<file path="src/rtl/pcm_conv_pkg.sv">
package pcm_conv_pkg;
  localparam int LIN_W   = 16;
  localparam int LOG_W   = 8;
  localparam int MU_BITS = 14;
  localparam int A_BITS  = 13;
  localparam int ADDR_W  = 2;

  typedef enum logic [ADDR_W-1:0] {
    REG_LAW   = 2'd0,
    REG_CODE  = 2'd1,
    REG_LIN   = 2'd2,
    REG_SPARE = 2'd3
  } regSel_e;

  typedef struct packed {
    logic loadCode;
    logic loadLin;
    logic lawA;
  } convStrobe_t;
endpackage

</file>
<file path="src/rtl/pcm_conv_ctrl.sv">
module pcm_conv_ctrl
  import pcm_conv_pkg::*;
(
  input  logic              clk,
  input  logic              rstN,
  input  logic              wrEn,
  input  logic [ADDR_W-1:0] wrAddr,
  input  logic              lawBit,
  output convStrobe_t       strobe
);
  regSel_e sel;
  logic    lawReg;

  assign sel = regSel_e'(wrAddr);

  always_ff @(posedge clk) begin
    if (!rstN)                         lawReg <= 1'b0;
    else if (wrEn && sel == REG_LAW)   lawReg <= lawBit;
  end

  always_comb begin
    strobe.loadCode = wrEn && (sel == REG_CODE);
    strobe.loadLin  = wrEn && (sel == REG_LIN);
    strobe.lawA     = lawReg;
  end

  // only one input register is loaded per write
  p_one_load_r3: assert property (@(posedge clk) disable iff (!rstN)
    $onehot0({strobe.loadCode, strobe.loadLin}));

  // law follows bit 0 of a write to the law register
  p_law_write_r2: assert property (@(posedge clk) disable iff (!rstN)
    (wrEn && wrAddr == 2'd0) |=> (strobe.lawA == $past(lawBit)));

  // a write to the spare address leaves the law alone
  p_spare_law_r11: assert property (@(posedge clk) disable iff (!rstN)
    (wrEn && wrAddr == 2'd3) |=> $stable(strobe.lawA));
endmodule

</file>
<file path="src/rtl/pcm_expander.sv">
module pcm_expander
  import pcm_conv_pkg::*;
(
  input  logic             lawA,
  input  logic [LOG_W-1:0] code,
  output logic [LIN_W-1:0] lin
);
  logic [LOG_W-1:0] muInv, aFlip;
  logic [LIN_W-1:0] muBase, muMag, muLin;
  logic [LIN_W-1:0] aBase, aMag, aLin;

  always_comb begin
    muInv  = ~code;
    muBase = LIN_W'({muInv[3:0], 3'b000}) + 16'd132;
    muMag  = (muBase << muInv[6:4]) - 16'd132;
    muLin  = muInv[7] ? (16'd0 - muMag) : muMag;

    aFlip  = code ^ 8'h55;
    aBase  = LIN_W'({aFlip[3:0], 4'b0000}) +
             ((aFlip[6:4] == 3'd0) ? 16'd8 : 16'd264);
    aMag   = (aFlip[6:4] <= 3'd1) ? aBase : (aBase << (aFlip[6:4] - 3'd1));
    aLin   = aFlip[7] ? aMag : (16'd0 - aMag);

    lin    = lawA ? aLin : muLin;
  end
endmodule

</file>
<file path="src/rtl/pcm_compressor.sv">
module pcm_compressor
  import pcm_conv_pkg::*;
(
  input  logic               lawA,
  input  logic [MU_BITS-1:0] linTop,
  output logic [LOG_W-1:0]   code
);
  localparam logic [14:0] MU_CLIP = 15'd8158;
  localparam logic [14:0] MU_BIAS = 15'd33;

  logic [14:0] muMag;
  logic [12:0] muBiased;
  logic [2:0]  muSeg;
  logic [3:0]  muMant;
  logic [11:0] aMag;
  logic [2:0]  aSeg;
  logic [3:0]  aMant;
  logic        neg;

  assign neg = linTop[MU_BITS-1];

  always_comb begin
    muMag = neg ? (15'd0 - {1'b1, linTop}) : {1'b0, linTop};
    if (muMag > MU_CLIP) muMag = MU_CLIP;
    muBiased = 13'(muMag + MU_BIAS);
    muSeg = 3'd0;
    for (int i = 0; i < 8; i++)
      if (muBiased[i+5]) muSeg = 3'(i);
    muMant = 4'(muBiased >> ({1'b0, muSeg} + 4'd1));
  end

  always_comb begin
    aMag = neg ? ~linTop[12:1] : linTop[12:1];
    aSeg = 3'd0;
    for (int i = 1; i < 8; i++)
      if (aMag[i+4]) aSeg = 3'(i);
    aMant = 4'(aMag >> ((aSeg == 3'd0) ? 3'd1 : aSeg));
  end

  assign code = lawA ? ({~neg, aSeg, aMant} ^ 8'h55) : ~{neg, muSeg, muMant};
endmodule

</file>
<file path="src/rtl/pcm_conv_datapath.sv">
module pcm_conv_datapath
  import pcm_conv_pkg::*;
(
  input  logic             clk,
  input  logic             rstN,
  input  convStrobe_t      strobe,
  input  logic [LIN_W-1:0] wrData,
  output logic [LIN_W-1:0] linOut,
  output logic [LOG_W-1:0] logOut
);
  logic [LOG_W-1:0] codeReg;
  logic [LIN_W-1:0] linReg;

  always_ff @(posedge clk) begin
    if (!rstN) begin
      codeReg <= 8'hFF;
      linReg  <= '0;
    end else begin
      if (strobe.loadCode) codeReg <= wrData[LOG_W-1:0];
      if (strobe.loadLin)  linReg  <= wrData;
    end
  end

  pcm_expander uExp (
    .lawA (strobe.lawA),
    .code (codeReg),
    .lin  (linOut)
  );

  pcm_compressor uCmp (
    .lawA   (strobe.lawA),
    .linTop (linReg[LIN_W-1 -: MU_BITS]),
    .code   (logOut)
  );

  // a code write lands in the register one edge later
  p_code_load_r3: assert property (@(posedge clk) disable iff (!rstN)
    strobe.loadCode |=> (codeReg == $past(wrData[LOG_W-1:0])));

  // with no load strobe the inputs hold
  p_lin_hold_r11: assert property (@(posedge clk) disable iff (!rstN)
    !strobe.loadLin |=> $stable(linReg));

  // µ-law expansion leaves the two bottom bits clear
  p_mu_align_r4: assert property (@(posedge clk) disable iff (!rstN)
    !strobe.lawA |-> (linOut[1:0] == 2'b00));

  // A-law expansion leaves the three bottom bits clear
  p_a_align_r5: assert property (@(posedge clk) disable iff (!rstN)
    strobe.lawA |-> (linOut[2:0] == 3'b000));

  // a large positive µ-law input gives the top positive code
  p_mu_saturate_r8: assert property (@(posedge clk) disable iff (!rstN)
    (!strobe.lawA && !linReg[15] && linReg[14:2] > 13'd8158) |-> (logOut == 8'h80));
endmodule

</file>
<file path="src/rtl/pcm_log_lin_conv.sv">
module pcm_log_lin_conv
  import pcm_conv_pkg::*;
(
  input  logic        clk,
  input  logic        rstN,
  input  logic        wrEn,
  input  logic [1:0]  wrAddr,
  input  logic [15:0] wrData,
  output logic        lawMode,
  output logic [15:0] linOut,
  output logic [7:0]  logOut
);
  convStrobe_t strobe;

  pcm_conv_ctrl uCtrl (
    .clk    (clk),
    .rstN   (rstN),
    .wrEn   (wrEn),
    .wrAddr (wrAddr),
    .lawBit (wrData[0]),
    .strobe (strobe)
  );

  pcm_conv_datapath uData (
    .clk    (clk),
    .rstN   (rstN),
    .strobe (strobe),
    .wrData (wrData),
    .linOut (linOut),
    .logOut (logOut)
  );

  assign lawMode = strobe.lawA;
endmodule

</file>
<file path="config.mk">
export PLATFORM = sky130hd
export DESIGN_NAME = pcm_log_lin_conv
export DESIGN_NICKNAME = d
export VERILOG_FILES = /design/src/rtl/pcm_conv_pkg.sv /design/src/rtl/pcm_conv_ctrl.sv /design/src/rtl/pcm_expander.sv /design/src/rtl/pcm_compressor.sv /design/src/rtl/pcm_conv_datapath.sv /design/src/rtl/pcm_log_lin_conv.sv
export SDC_FILE = /design/constraint.sdc
export NUM_CORES = 1
export LEC_CHECK = 0
export BUFFER_PORTS_ARGS = -buffer_cell sky130_fd_sc_hd__buf_2
export CORE_MARGIN = 2
export CORE_UTILIZATION = 40
export CTS_CLUSTER_SIZE = 24
export DETAILED_ROUTE_END_ITERATION = 8
export PLACE_DENSITY_LB_ADDON = 0.15
export SETUP_SLACK_MARGIN = 0.1
export SYNTH_ARGS = -nofsm -noshare
export SYNTH_HDL_FRONTEND = slang
export SYNTH_SLANG_ARGS = --single-unit
</file>
<file path="constraint.sdc">
create_clock -name clk -period 5.9 [get_ports clk]
set_input_delay 1.18 -clock clk [delete_from_list [all_inputs] [get_ports clk]]
set_output_delay 1.18 -clock clk [all_outputs]
set_load 0.01 [all_outputs]
</file>
Yosys cells after proc, flatten, opt, wreduce, memory -nomap -nowiden
Cells that the tools add are included.
{ "classes": {"addsub": 9, "mul": 0, "n_div": 0, "order_cmp": 2, "eq_ne": 2, "shift": 4, "muxes": 24, "bitwise": 6, "reduce_logical": 6} }
{ "op_table": {"columns": ["cell", "count"], "rows": [
  ["2-to-1 mux 16 bit", 4],
  ["2-to-1 mux 3 bit", 13],
  ["subtractor 1 x 16 -> 16 bit (first input constant)", 2],
  ["NOT 8 bit", 2],
  ["<< shifter 10 x 3 -> 16 bit", 1],
  ["<< shifter 9 x 3 -> 16 bit", 1],
  ["subtractor 16 x 8 -> 16 bit (second input constant)", 1],
  ["greater-than comparator 15 x 13 -> 1 bit (second input constant)", 1],
  ["2-to-1 mux 15 bit", 1],
  ["subtractor 1 x 15 -> 15 bit (first input constant)", 1],
  ["adder 13 x 6 -> 13 bit (second input constant)", 1],
  ["2-to-1 mux 13 bit", 1],
  [">> shifter 13 x 4 -> 4 bit", 1],
  ["2-to-1 mux 12 bit", 1],
  ["NOT 12 bit", 1],
  [">> shifter 12 x 3 -> 4 bit", 1],
  ["adder 8 x 9 -> 10 bit", 1],
  ["adder 7 x 8 -> 9 bit (second input constant)", 1],
  ["2-to-1 mux 9 bit", 1],
  ["2-to-1 mux 8 bit", 1],
  ["NOT 4 bit", 2],
  ["zero test 3 bit", 2],
  ["adder 3 x 1 -> 4 bit (second input constant)", 1],
  ["less-or-equal comparator 3 x 1 -> 1 bit (second input constant)", 1],
  ["7 further kinds", 10]
]} }
{ "word_totals": {"regBits": 25, "latch_bits": 0, "ramBits": 0, "mem_bits_ro": 0, "word_cells": 56, "memories": 0} }

Logic depth before layout (Yosys ltp)
Gate-level depths: netlist of the first run.
{ "logic_depth": {"depth_word": 16, "mapped_depth": 23, "mapped_depth_nobuf": 20} }

Hierarchy
From an unflattened synthesis of the first run, not the netlist that was laid out.
{ "hier_totals": {"cells_unflattened": 661, "hier_area_um2": 4898.4} }
{ "modules_own_cells": {"columns": ["module", "n_inst", "cells_each", "area_each_um2", "seq_area_each_um2"], "rows": [
  ["pcm_compressor", 1, 298, 2084.5, 0.0],
  ["pcm_expander", 1, 283, 1916.8, 0.0],
  ["pcm_conv_datapath", 1, 71, 822.0, 440.4],
  ["pcm_conv_ctrl", 1, 9, 75.1, 20.0]
]} }

Least setup slack after synthesis of the first run
Ideal clock, no wire load.
{ "synth_timing": {"path_kind": "reg2out", "from": "reg uData.linReg[2]", "to": "out logOut[3]", "arrival_time_ns": 4.783, "required_ns": 4.720, "setup_slack_ns": -0.063, "stages_incl_launch_ff": 24, "path_cell_list": "dfxtp_1 -> inv_1 -> ha_1 -> clkbuf_1 -> xor2_1 -> o31ai_1 -> o211a_1 -> o211a_1 -> nand3_1 -> and2_1 -> o211ai_1 -> ha_1 -> clkbuf_1 -> nand3_1 -> o22a_1 -> a211oi_2 -> and2b_1 -> a221oi_4 -> a31o_4 -> and2_4 -> buf_6 -> mux2i_1 -> or3_1 -> a32o_1"} }
{ "synth_between": {"elab_chain_len": 16} }
{ "synth_lines": {"columns": ["item", "line_no", "text"], "rows": [
  ["start, declared", "pcm_conv_datapath.sv:12", "logic [LIN_W-1:0] linReg;"],
  ["start signal, assigned", "pcm_conv_datapath.sv:20", "if (strobe.loadLin) linReg <= wrData;"],
  ["subtractor 1 x 15 -> 15 bit", "pcm_compressor.sv:23", "muMag = neg ? (15'd0 - {1'b1, linTop}) : {1'b0, linTop};"],
  ["2-to-1 mux 15 bit *", "pcm_compressor.sv:23", null],
  ["greater-than comparator 15 x 13 -> 1 bit", "pcm_compressor.sv:24", "if (muMag > MU_CLIP) muMag = MU_CLIP;"],
  ["2-to-1 mux 13 bit *", "pcm_compressor.sv:24", null],
  ["adder 13 x 6 -> 13 bit *", "pcm_compressor.sv:25", "muBiased = 13'(muMag + MU_BIAS);"],
  ["2-to-1 mux 1 bit", "pcm_compressor.sv:28", "if (muBiased[i+5]) muSeg = 3'(i);"],
  ["2-to-1 mux 3 bit (6 in a row)", "pcm_compressor.sv:28", null],
  ["adder 3 x 1 -> 4 bit", "pcm_compressor.sv:29", "muMant = 4'(muBiased >> ({1'b0, muSeg} + 4'd1));"],
  [">> shifter 13 x 4 -> 4 bit *", "pcm_compressor.sv:29", null],
  ["NOT 8 bit *", "pcm_compressor.sv:40", "assign code = lawA ? ({~neg, aSeg, aMant} ^ 8'h55) : ~{neg, muSeg, muMant};"],
  ["2-to-1 mux 8 bit *", "pcm_compressor.sv:40", null],
  ["end, declared", "pcm_log_lin_conv.sv:11", "output logic [7:0] logOut"]
]} }
Mark *: on every way between the ends. The rest lies on a longest branch, timed or not.

Worst setup path after layout of the first run
{ "layout_timing": {"from": "reg uData.linReg[5]", "to": "out logOut[3]"} }
{ "layout_between": {"elab_chain_len": 16, "word_cells_on_any_way": 19} }
{ "layout_lines": {"columns": ["item", "line_no"], "rows": [
  ["subtractor 1 x 15 -> 15 bit", "pcm_compressor.sv:23"],
  ["2-to-1 mux 15 bit", "pcm_compressor.sv:23"],
  ["greater-than comparator 15 x 13 -> 1 bit", "pcm_compressor.sv:24"],
  ["2-to-1 mux 13 bit", "pcm_compressor.sv:24"],
  ["adder 13 x 6 -> 13 bit", "pcm_compressor.sv:25"],
  ["2-to-1 mux 1 bit", "pcm_compressor.sv:28"],
  ["2-to-1 mux 3 bit (6 in a row)", "pcm_compressor.sv:28"],
  ["adder 3 x 1 -> 4 bit", "pcm_compressor.sv:29"],
  [">> shifter 13 x 4 -> 4 bit", "pcm_compressor.sv:29"],
  ["NOT 8 bit", "pcm_compressor.sv:40"],
  ["2-to-1 mux 8 bit *", "pcm_compressor.sv:40"]
]} }
Marked as above.

==> run summary, run 1 <==
During placement, the flow inserted port buffers numbering 43. The logic gate share of total power came out at 65.4%. The core region area is 0.0107 sq mm. The cell count after synthesis came out at 626. The die covers 0.0118 sq mm.

The flip-flop and latch area came out at 467 sq um. Of all cell types, the one taking the most synthesized area is sky130_fd_sc_hd__dfxtp_1. The repair_antennas step left the layout with diodes totalling 0. The average cell area after synthesis is 6.99 sq um. The switching portion of total power came out at 45.2%. The filler cell count came out at 1,122. The worst hold path terminates at uData.linReg[11]. The startpoint of the most critical register-to-register path is uData.codeReg[6].

The worst hold path cell count came out at 2. The arrival time of data at the critical path endpoint came out at 4.76 ns. The final reports fail on setup timing. The x dimension of the die is 109 um. The maximum clock insertion buffer count is 2. The reg-to-reg setup timing slack is 4.22 ns. Global routing consumed, over all layers together, 23.3% of the routing resources. The area of placed instances came out at 0.00477 sq mm. The I/O pin total is 46. Counting cells, the worst reg-to-reg path comes to 2. The post-layout utilization of the core came out at 47.8%. Measured along the y axis, the die boundary spans 109 um. The worst slack at placement is 0.138 ns. The final critical-path share of the clock period is 101%. Setup total negative slack on the finished layout was measured at -0.0462 ns. The number of iterations in the first detailed-routing pass is 5. Entering global routing, the biggest net connects 45 pins. The clock tree from TritonCTS is done.

The final cell count without fillers is 809. The longest individual stage delay on the worst path is 0.56 ns. The part of the power in the clock network came out at 12.4%.

The total leakage power is 2.08 nW. The routability congestion estimate came out at 0.943. The total area of multi-input combinational cells is 0.00377 sq mm. The number of design-rule violations left by the first detailed-router iteration came out at 425. The final hold slack came out at 0.488 ns. The top cell types in the final layout, fill and taps aside, are sky130_fd_sc_hd__nand2_1, sky130_fd_sc_hd__nor2_1, sky130_fd_sc_hd__buf_2, sky130_fd_sc_hd__buf_4, sky130_fd_sc_hd__a21oi_1.

The wire length reported by the detailed router came out at 13,700 um. The highest clock rate came out at 168 MHz. The largest voltage drop on the vdd net is 146 uV. The library cell used as clock root buffer is sky130_fd_sc_hd__clkbuf_8. The cell area after layout is 0.00513 sq mm. The power per cell area came out at 154 mW/mm^2.

The synthesis warning total came out at 0. The path class of the tightest hold or removal check is register to register. The per-cell via count in the routed design came out at 6.00. The switching power is 358 uW. The worst-skew pair later-pin latency is 0.26 ns. STA classifies the critical path endpoint as a primary output.

The average wire per cell in the routed design came out at 17.0 um. The portion of synthesized cell area occupied by the leading cell type is 10.5%. The half-perimeter wire length of the detailed placement result is 10,600 um.

The total number of nets in the final design came out at 703. The startpoint of the worst hold path is uData.linReg[11]. The count of endpoints failing setup in the final report is 2. The number of antenna violations at the first check in global routing was 0. The number of clock buffers added by TritonCTS is 3. The via count of the first global-routing pass came out at 4,363. The clock-pin slew of the registers on the worst-case setup and hold paths is 0.08 ns. The critical path goes through or4_4, o32ai_4, o22a_4, o211a_1, nand3_2, and2_4, o211ai_1, ha_2, nand3_2, o22a_4, a211oi_4, and2b_2, a221oi_4, a31o_4, and2_4, mux2i_2, or3_1, a32o_1, buf_2.

The relative area change from synthesis to final layout came out at 17.4%. After layout, the minimum clock period comes to 5.94 ns. The cell count after placement came out at 789.

The clock arrives with 0 ns of skew. The number of buffers added to fix hold violations after cts is 0. The sequential power share is 22.2%. The netlist uses 91 different library cells. The share of synthesized flip-flops with an asynchronous set or reset came out at 0%. The reported max-cap violation count is 0. The worst register-to-register path ends at uData.codeReg[6]. The final total power is 792 uW. After global routing the overflow that remains totals 0. The most common library cell in the layout ignoring fill and taps is sky130_fd_sc_hd__nand2_1. The final routed DRC violation total is 0. Of the cells placed in the final design, the portion with a size suffix greater than 1 is 24.2%. The prevailing post-synth register cell is sky130_fd_sc_hd__dfxtp_1. The setup path with the least slack is of type register to primary output. At the pin with the least slew margin, the transition time is 0.864 ns. Summing the sequential cell areas from Yosys gives 10.5% of the chip area. The flow ran to the end, but the final reports show violations. The relative slew slack came out at 42.2%. The worst-case setup margin in the final layout came out at -0.0449 ns.

In this run the core area contains 38 standard-cell rows. The mapped netlist covers 0.00437 sq mm. The kind of launch point of the worst setup path is a register. For this design, the slowest cell found on the critical path is sky130_fd_sc_hd__or4_4. The number of synthesized flops with an enable pin came out at 0. The max-slew violation count came to 0.

After synthesis, the cell types taking the most area are sky130_fd_sc_hd__dfxtp_1, sky130_fd_sc_hd__nand2_1, sky130_fd_sc_hd__mux2i_1, sky130_fd_sc_hd__a21oi_1, sky130_fd_sc_hd__xnor2_1. The remaining number of nets flagged by the antenna check after routing is 0. The internal portion of the total power is 434 uW. Setup repair after global routing could not meet its margin everywhere. The synthesized design contains 23 register bits. The first global-routing pass estimated 22,200 um of wire.

The largest fanout on the critical path is 8. The number of sinks on the clock net came out at 23. The total vias in the final route is 4,851.

The number of endpoints with negative hold slack in the final report came out at 0. The data required time of the critical path came out at 4.72 ns. The CTS H-tree depth is 1. The initial core utilization is 40.7%.
-- sequential cells by signal, indices dropped and copies added, names as in the netlist --
| name | flops |
|---|---|
| uCtrl.lawReg | 1 |
| uData.codeReg | 8 |
| uData.linReg | 14 |
-- power by group through the flow --
stage	clock network (mW)	logic, mW	registers (mW)
final	0.0982	0.518	0.176
after global routing	0.108	0.566	0.178
after CTS	0.103	0.491	0.175
after detailed placement	0	0.481	0.179
after global placement	0	0.478	0.178
after floorplan	0	0.365	0.169
-- Yosys cell counts, types with 4 or more instances --
master,instances
sky130_fd_sc_hd__a211oi_1,10
sky130_fd_sc_hd__a21boi_0,16
sky130_fd_sc_hd__a21o_1,7
sky130_fd_sc_hd__a21oi_1,40
sky130_fd_sc_hd__a31oi_1,10
sky130_fd_sc_hd__and2_1,8
sky130_fd_sc_hd__and3_1,10
sky130_fd_sc_hd__buf_2,7
sky130_fd_sc_hd__clkbuf_1,34
sky130_fd_sc_hd__dfxtp_1,23
sky130_fd_sc_hd__ha_1,12
sky130_fd_sc_hd__inv_1,18
sky130_fd_sc_hd__mux2_2,6
sky130_fd_sc_hd__mux2i_1,23
sky130_fd_sc_hd__nand2_1,80
sky130_fd_sc_hd__nand2b_1,10
sky130_fd_sc_hd__nand3_1,17
sky130_fd_sc_hd__nand4_1,4
sky130_fd_sc_hd__nor2_1,45
sky130_fd_sc_hd__nor2b_1,12
sky130_fd_sc_hd__nor3_1,18
sky130_fd_sc_hd__nor3b_1,9
sky130_fd_sc_hd__o211ai_1,9
sky130_fd_sc_hd__o21a_1,7
sky130_fd_sc_hd__o21ai_0,35
sky130_fd_sc_hd__o221ai_1,4
sky130_fd_sc_hd__o311a_1,4
sky130_fd_sc_hd__o31ai_1,7
sky130_fd_sc_hd__or2_2,4
sky130_fd_sc_hd__or3_1,6
sky130_fd_sc_hd__xnor2_1,21
sky130_fd_sc_hd__xor2_1,14
-- layout make-up --
class                   instances  share of cell area (%)
well taps                     140                    3.41
multi-input cells             532                    73.4
flip-flops and latches         23                    9.09
clock buffers                   3                   0.804
inverters                      22                    1.61
repair buffers                 88                    11.5
clock inverters                 1                   0.146
-- worst max path at each step --
stage	slack (ns)	startpoint	end	depth (start not counted)
after detailed placement	0.14	uData.linReg[2]	logOut[3]	21
after global routing	-0.26	uData.linReg[5]	logOut[3]	19
after floorplan	0.11	uData.linReg[2]	logOut[3]	22
final	-0.04	uData.linReg[5]	logOut[3]	19
after CTS	0.10	uData.linReg[5]	logOut[3]	19
after global placement	0.20	uData.linReg[2]	logOut[3]	19
-- logic make-up (layout without fill, tap and decap cells) --
kind of cell | after synthesis | count (layout) | synth area share [%]
and+or+nand+nor | 245 | 245 | 28.5
AOI/OAI and AO/OA | 206 | 206 | 34.9
buffers and inverters | 72 | 114 | 7.15
xor gates and xnor gates | 35 | 35 | 7.01
muxes | 32 | 32 | 8.35
DFF | 23 | 23 | 10.5
adders and majority gates | 12 | 12 | 3.43
other | 1 | 2 | 0.0857
-- timing repair --
item,CTS,global route
pin swaps,10,12
setup endpoints to repair,4,6
buffers inserted,7,9
gates resized for setup,21,25
-- layer usage --
metal	vias to the layer above	GRT usage (%)	share of wire, %	wire length (um)
li1	2394	-	-	-
met1	2266	35.7	49	6730
met2	175	35.7	44	6080
met3	16	1.39	5.5	759
met4	0	4.67	1.1	144
met5	-	0	0	0
-- critical path, delay by kind of cell, from the launching register on --
family / cells / cell delay, ns
AOI/OAI and AO/OA: 9 / 1.92
DFF: 1 / 0.37
buffers and inverters: 1 / 0.14
adders and majority gates: 1 / 0.23
muxes: 1 / 0.16
and+or+nand+nor: 7 / 1.66
No activity file was read; power rests on OpenSTA's default activity.
==> run 2, diff against run 1 <==
Settings changed: ABC_AREA from default to 1, CAP_MARGIN from default to 20.
==> run 2 against run 1 <==
  * The run now ends clean
  * Die area is 12% lower
  * Synthesized cell count rose by 12%
  * Power increased by 15%
  * Register-to-register slack lost 0.19 ns
  * Non-clock buffer count shrank 42
  * Area after synthesis is 13% lower
  * Final area shrank 19%
  * Via count down 8.1%
  * Highest routed layer unchanged
==> run summary, run 2 <==
The count of cell instances traversed by the critical path came out at 21. The clock skew came out at 0 ns. The wire-length estimate of the detail-placed layout is 8910 um. At the pin with the least slew margin, the transition time is 0.650 ns. The signal on the critical path passes through inv_1, nand2_1, o21a_1, nand2_1, o21ai_0, nand2_1, ha_1, inv_1, o21ai_0, or2_2, a21oi_1, nor2_1, inv_1, a21oi_1, a21oi_1, nand2_1, o31ai_2, a21oi_1, o21ai_0, o21ai_0, buf_2.

The detail route stage leaves a number of antenna-violating nets equal to 0. The share of synthesized flip-flops with an asynchronous set or reset came out at 0%. The average wire per cell in the routed design came out at 12.8 um.

The routability congestion estimate came out at 0.966. The via count of the first global-routing pass is 3,795. The reported max-cap violation count came out at 0.

The type of the worst setup path is register to primary output. The detailed router finished its first iteration with 269 violations. Summing the sequential cell areas from Yosys gives 12.0% of the chip area. The largest fanout on the critical path came out at 12. Yosys mapped a number of flops with a built-in enable equal to 0. In this run the number of H-tree levels came out at 1. The x dimension of the die is 102 um. The repair_antennas step left the layout with diodes totalling 0.

The flow ran to the end, and the final reports show no timing, DRC or antenna violations. The synthesis warning total is 0. The number of library cell types mapped by synthesis came out at 51.

The number of iterations in the first detailed-routing pass is 6. In this run the worst hold path is classified as register to register. Headroom to the max-slew limit came out at 56.6%. The longest individual stage delay on the worst path is 0.54 ns. Among cell families on the critical path, the largest total delay comes from compound AO/OA/AOI/OAI gates.

sky130_fd_sc_hd__nand2_1 takes more of the synthesized area than any other cell. The floorplan step set the die height to 102 um. TritonCTS built the clock tree. From synthesis to final layout, the design area changed by 8.40%. The count of endpoints failing setup in the final report is 0. The cell area after layout is 0.00415 sq mm. The layout cell share with drive strength beyond 1 came out at 13.9%. The number of buffers inserted during clock tree synthesis is 3.

The initial core utilization is 41.4%. uData.linReg holds more flip-flops than any other register. The library cell used most frequently in the layout, excluding fill and tap cells, is sky130_fd_sc_hd__nand2_1. Setup repair after global routing left no endpoint under its margin.

The largest voltage drop on the vdd net came out at 141 uV. The portion of synthesized cell area occupied by the leading cell type is 19.5%. At the later pin of the worst-skew pair, clock insertion delay measures 0.26 ns. In the final design database the tool counted 760 nets. The total leakage power is 2.14 nW. Data on the critical path is required at its endpoint by 4.72 ns. Counting tap cells, the placed design contains a total of 851 instances. The critical path's slowest cell is sky130_fd_sc_hd__dfxtp_1. The post-route minimum period is 5.29 ns.

The first-pass GRT wire length came out at 18,000 um. The post-synthesis cell count came out at 700. The number of endpoints with negative hold slack in the final report was 0. For this run, design rule violations remaining after detail routing come to 0. The average cell area after synthesis is 5.47 sq um.

For this run, the number of standard cells in the final layout without fillers is 855. The maximum clock insertion buffer count is 2. The floorplan step defined a die boundary enclosing 0.0104 sq mm. Entering global routing, the biggest net connects 32 pins. Global routing finished with a remaining overflow of 0. Dividing the final minimum period by the clock period gives 89.6%. The total of buffers placed on input and output ports is 43. The arrival time of data at the critical path endpoint came out at 4.11 ns.

The completed layout was analyzed and its total power is 907 uW. The max-slew violation count came out at 0. The number of standard-cell rows in the floorplan came out at 35. The number of buffers added to fix hold violations after cts came out at 0. The most used flip-flop cell after synthesis is sky130_fd_sc_hd__dfxtp_1. The total of flip-flops plus latches after synthesis is 23.

Summing over every cut layer, the via total after detailed routing is 4,460. The per-cell via count in the routed design is 5.22. The number of antenna violations at the first check in global routing came out at 0. Yosys instantiated no cell more often than sky130_fd_sc_hd__nand2_1.

The aggregate global-route resource usage is 21.1%. The area of placed instances came out at 0.00410 sq mm. The largest registers in the layout are uData.linReg: 14 flops, uData.codeReg: 8 flops, uCtrl.lawReg: 1 flops. Together, buffers and inverters on the worst path number 4. The highest clock rate is 189 MHz. The wire length reported by the detailed router is 10,900 um.

The commonest cells after synthesis are sky130_fd_sc_hd__nand2_1, sky130_fd_sc_hd__inv_1, sky130_fd_sc_hd__o21ai_0. Counting instances, the worst hold path has a depth of 2. The kind of launch point of the worst setup path is a register. The flip-flop count of the largest register, all copies and words added came out at 14. The power per cell area is 219 mW/mm^2. Counting cells, the worst reg-to-reg path comes to 2.

The type of destination of the critical path is a primary output. After synthesis, the cell types taking the most area are sky130_fd_sc_hd__nand2_1, sky130_fd_sc_hd__dfxtp_1, sky130_fd_sc_hd__o21ai_0, sky130_fd_sc_hd__inv_1, sky130_fd_sc_hd__nand3_1. The tree is rooted in a sky130_fd_sc_hd__clkbuf_8. The clock-pin slew of the registers on the worst-case setup and hold paths came out at 0.08 ns. The setup TNS after final layout is 0 ns. The synthesized netlist occupies a cell area of 0.00383 sq mm. Leaving out fill and tap cells, the most frequent cells in the layout are sky130_fd_sc_hd__nand2_1, sky130_fd_sc_hd__inv_1, sky130_fd_sc_hd__o21ai_0, sky130_fd_sc_hd__nor2_1, sky130_fd_sc_hd__nand3_1. The core region area came out at 0.00924 sq mm. The filler cell count is 1,028. The clock drives 23 sinks.

46 I/O pins were placed.
-- run 2: path summary, 6_finish.rpt --
| check | startpoint | end | slack [ns] |
|---|---|---|---|
| setup / recovery | uData.codeReg[4] | linOut[12] | 0.61 |
| hold / removal | uData.linReg[6] | uData.linReg[6] | 0.53 |
| setup reg to reg | uData.codeReg[7] | uData.codeReg[7] | 4.03 |
| hold reg to reg | uData.linReg[6] | uData.linReg[6] | 0.53 |
-- run 2: where the power goes --
| group | total [mW] | switching, mW | internal [mW] |
|---|---|---|---|
| sequential | 0.178 | 0.0150 | 0.163 |
| clock | 0.0981 | 0.0509 | 0.0472 |
| combinational | 0.631 | 0.413 | 0.218 |
-- run 2: cell type report --
class	count	area (sq um)	share of cell area [%]
inverters	92	347	8.36
repair buffers	46	238	5.73
well taps	129	161	3.89
flip-flops and latches	23	460	11.1
clock buffers	3	41.3	0.995
multi-input cells	561	2900	69.8
clock inverters	1	5.00	0.121
-- run 2: kinds of logic (layout without fill, tap and decap cells) --
group | Yosys count | in the layout | synth area share [%]
other cells | 1 | 2 | 0.0980
buf+inv | 117 | 142 | 12.5
fa+ha+maj | 12 | 12 | 3.92
flops | 23 | 23 | 12.0
xor+xnor | 14 | 14 | 3.20
simple gates | 376 | 376 | 44.0
compound gates | 153 | 153 | 23.2
mux | 4 | 4 | 1.05
-- run 2: worst reg2reg max path: stages (launching register included) --
cell	delay (ns)
sky130_fd_sc_hd__dfxtp_1	0.74
sky130_fd_sc_hd__clkinv_1	0.70
sky130_fd_sc_hd__o211ai_1	0.35
-- run 2: layer usage --
metal | track usage (%) | vias to the layer above | routed length [um]
li1 | - | 2353 | -
met5 | 0 | - | 0
met4 | 3.64 | 0 | 99
met1 | 33.7 | 1968 | 5790
met2 | 31.2 | 130 | 4420
met3 | 1.10 | 9 | 590
-- run 2: what timing repair did --
| action | in CTS | in global routing |
|---|---|---|
| resized for setup | 0 | 1 |
| endpoints found under the setup margin | 0 | 1 |
| hold endpoints to repair | 0 | 0 |
| buffers inserted | 0 | 0 |
-- run 2: through the flow --
step	hold WS [ns]	utilization (%)	setup slack, ns
finish	0.531	44.9	0.615
global route	0.560	44.9	0.143
CTS	0.533	44.8	0.620
detailed placement	0.519	44.3	0.921
global placement	0.515	44.3	0.945
floorplan	0.462	-	1.65
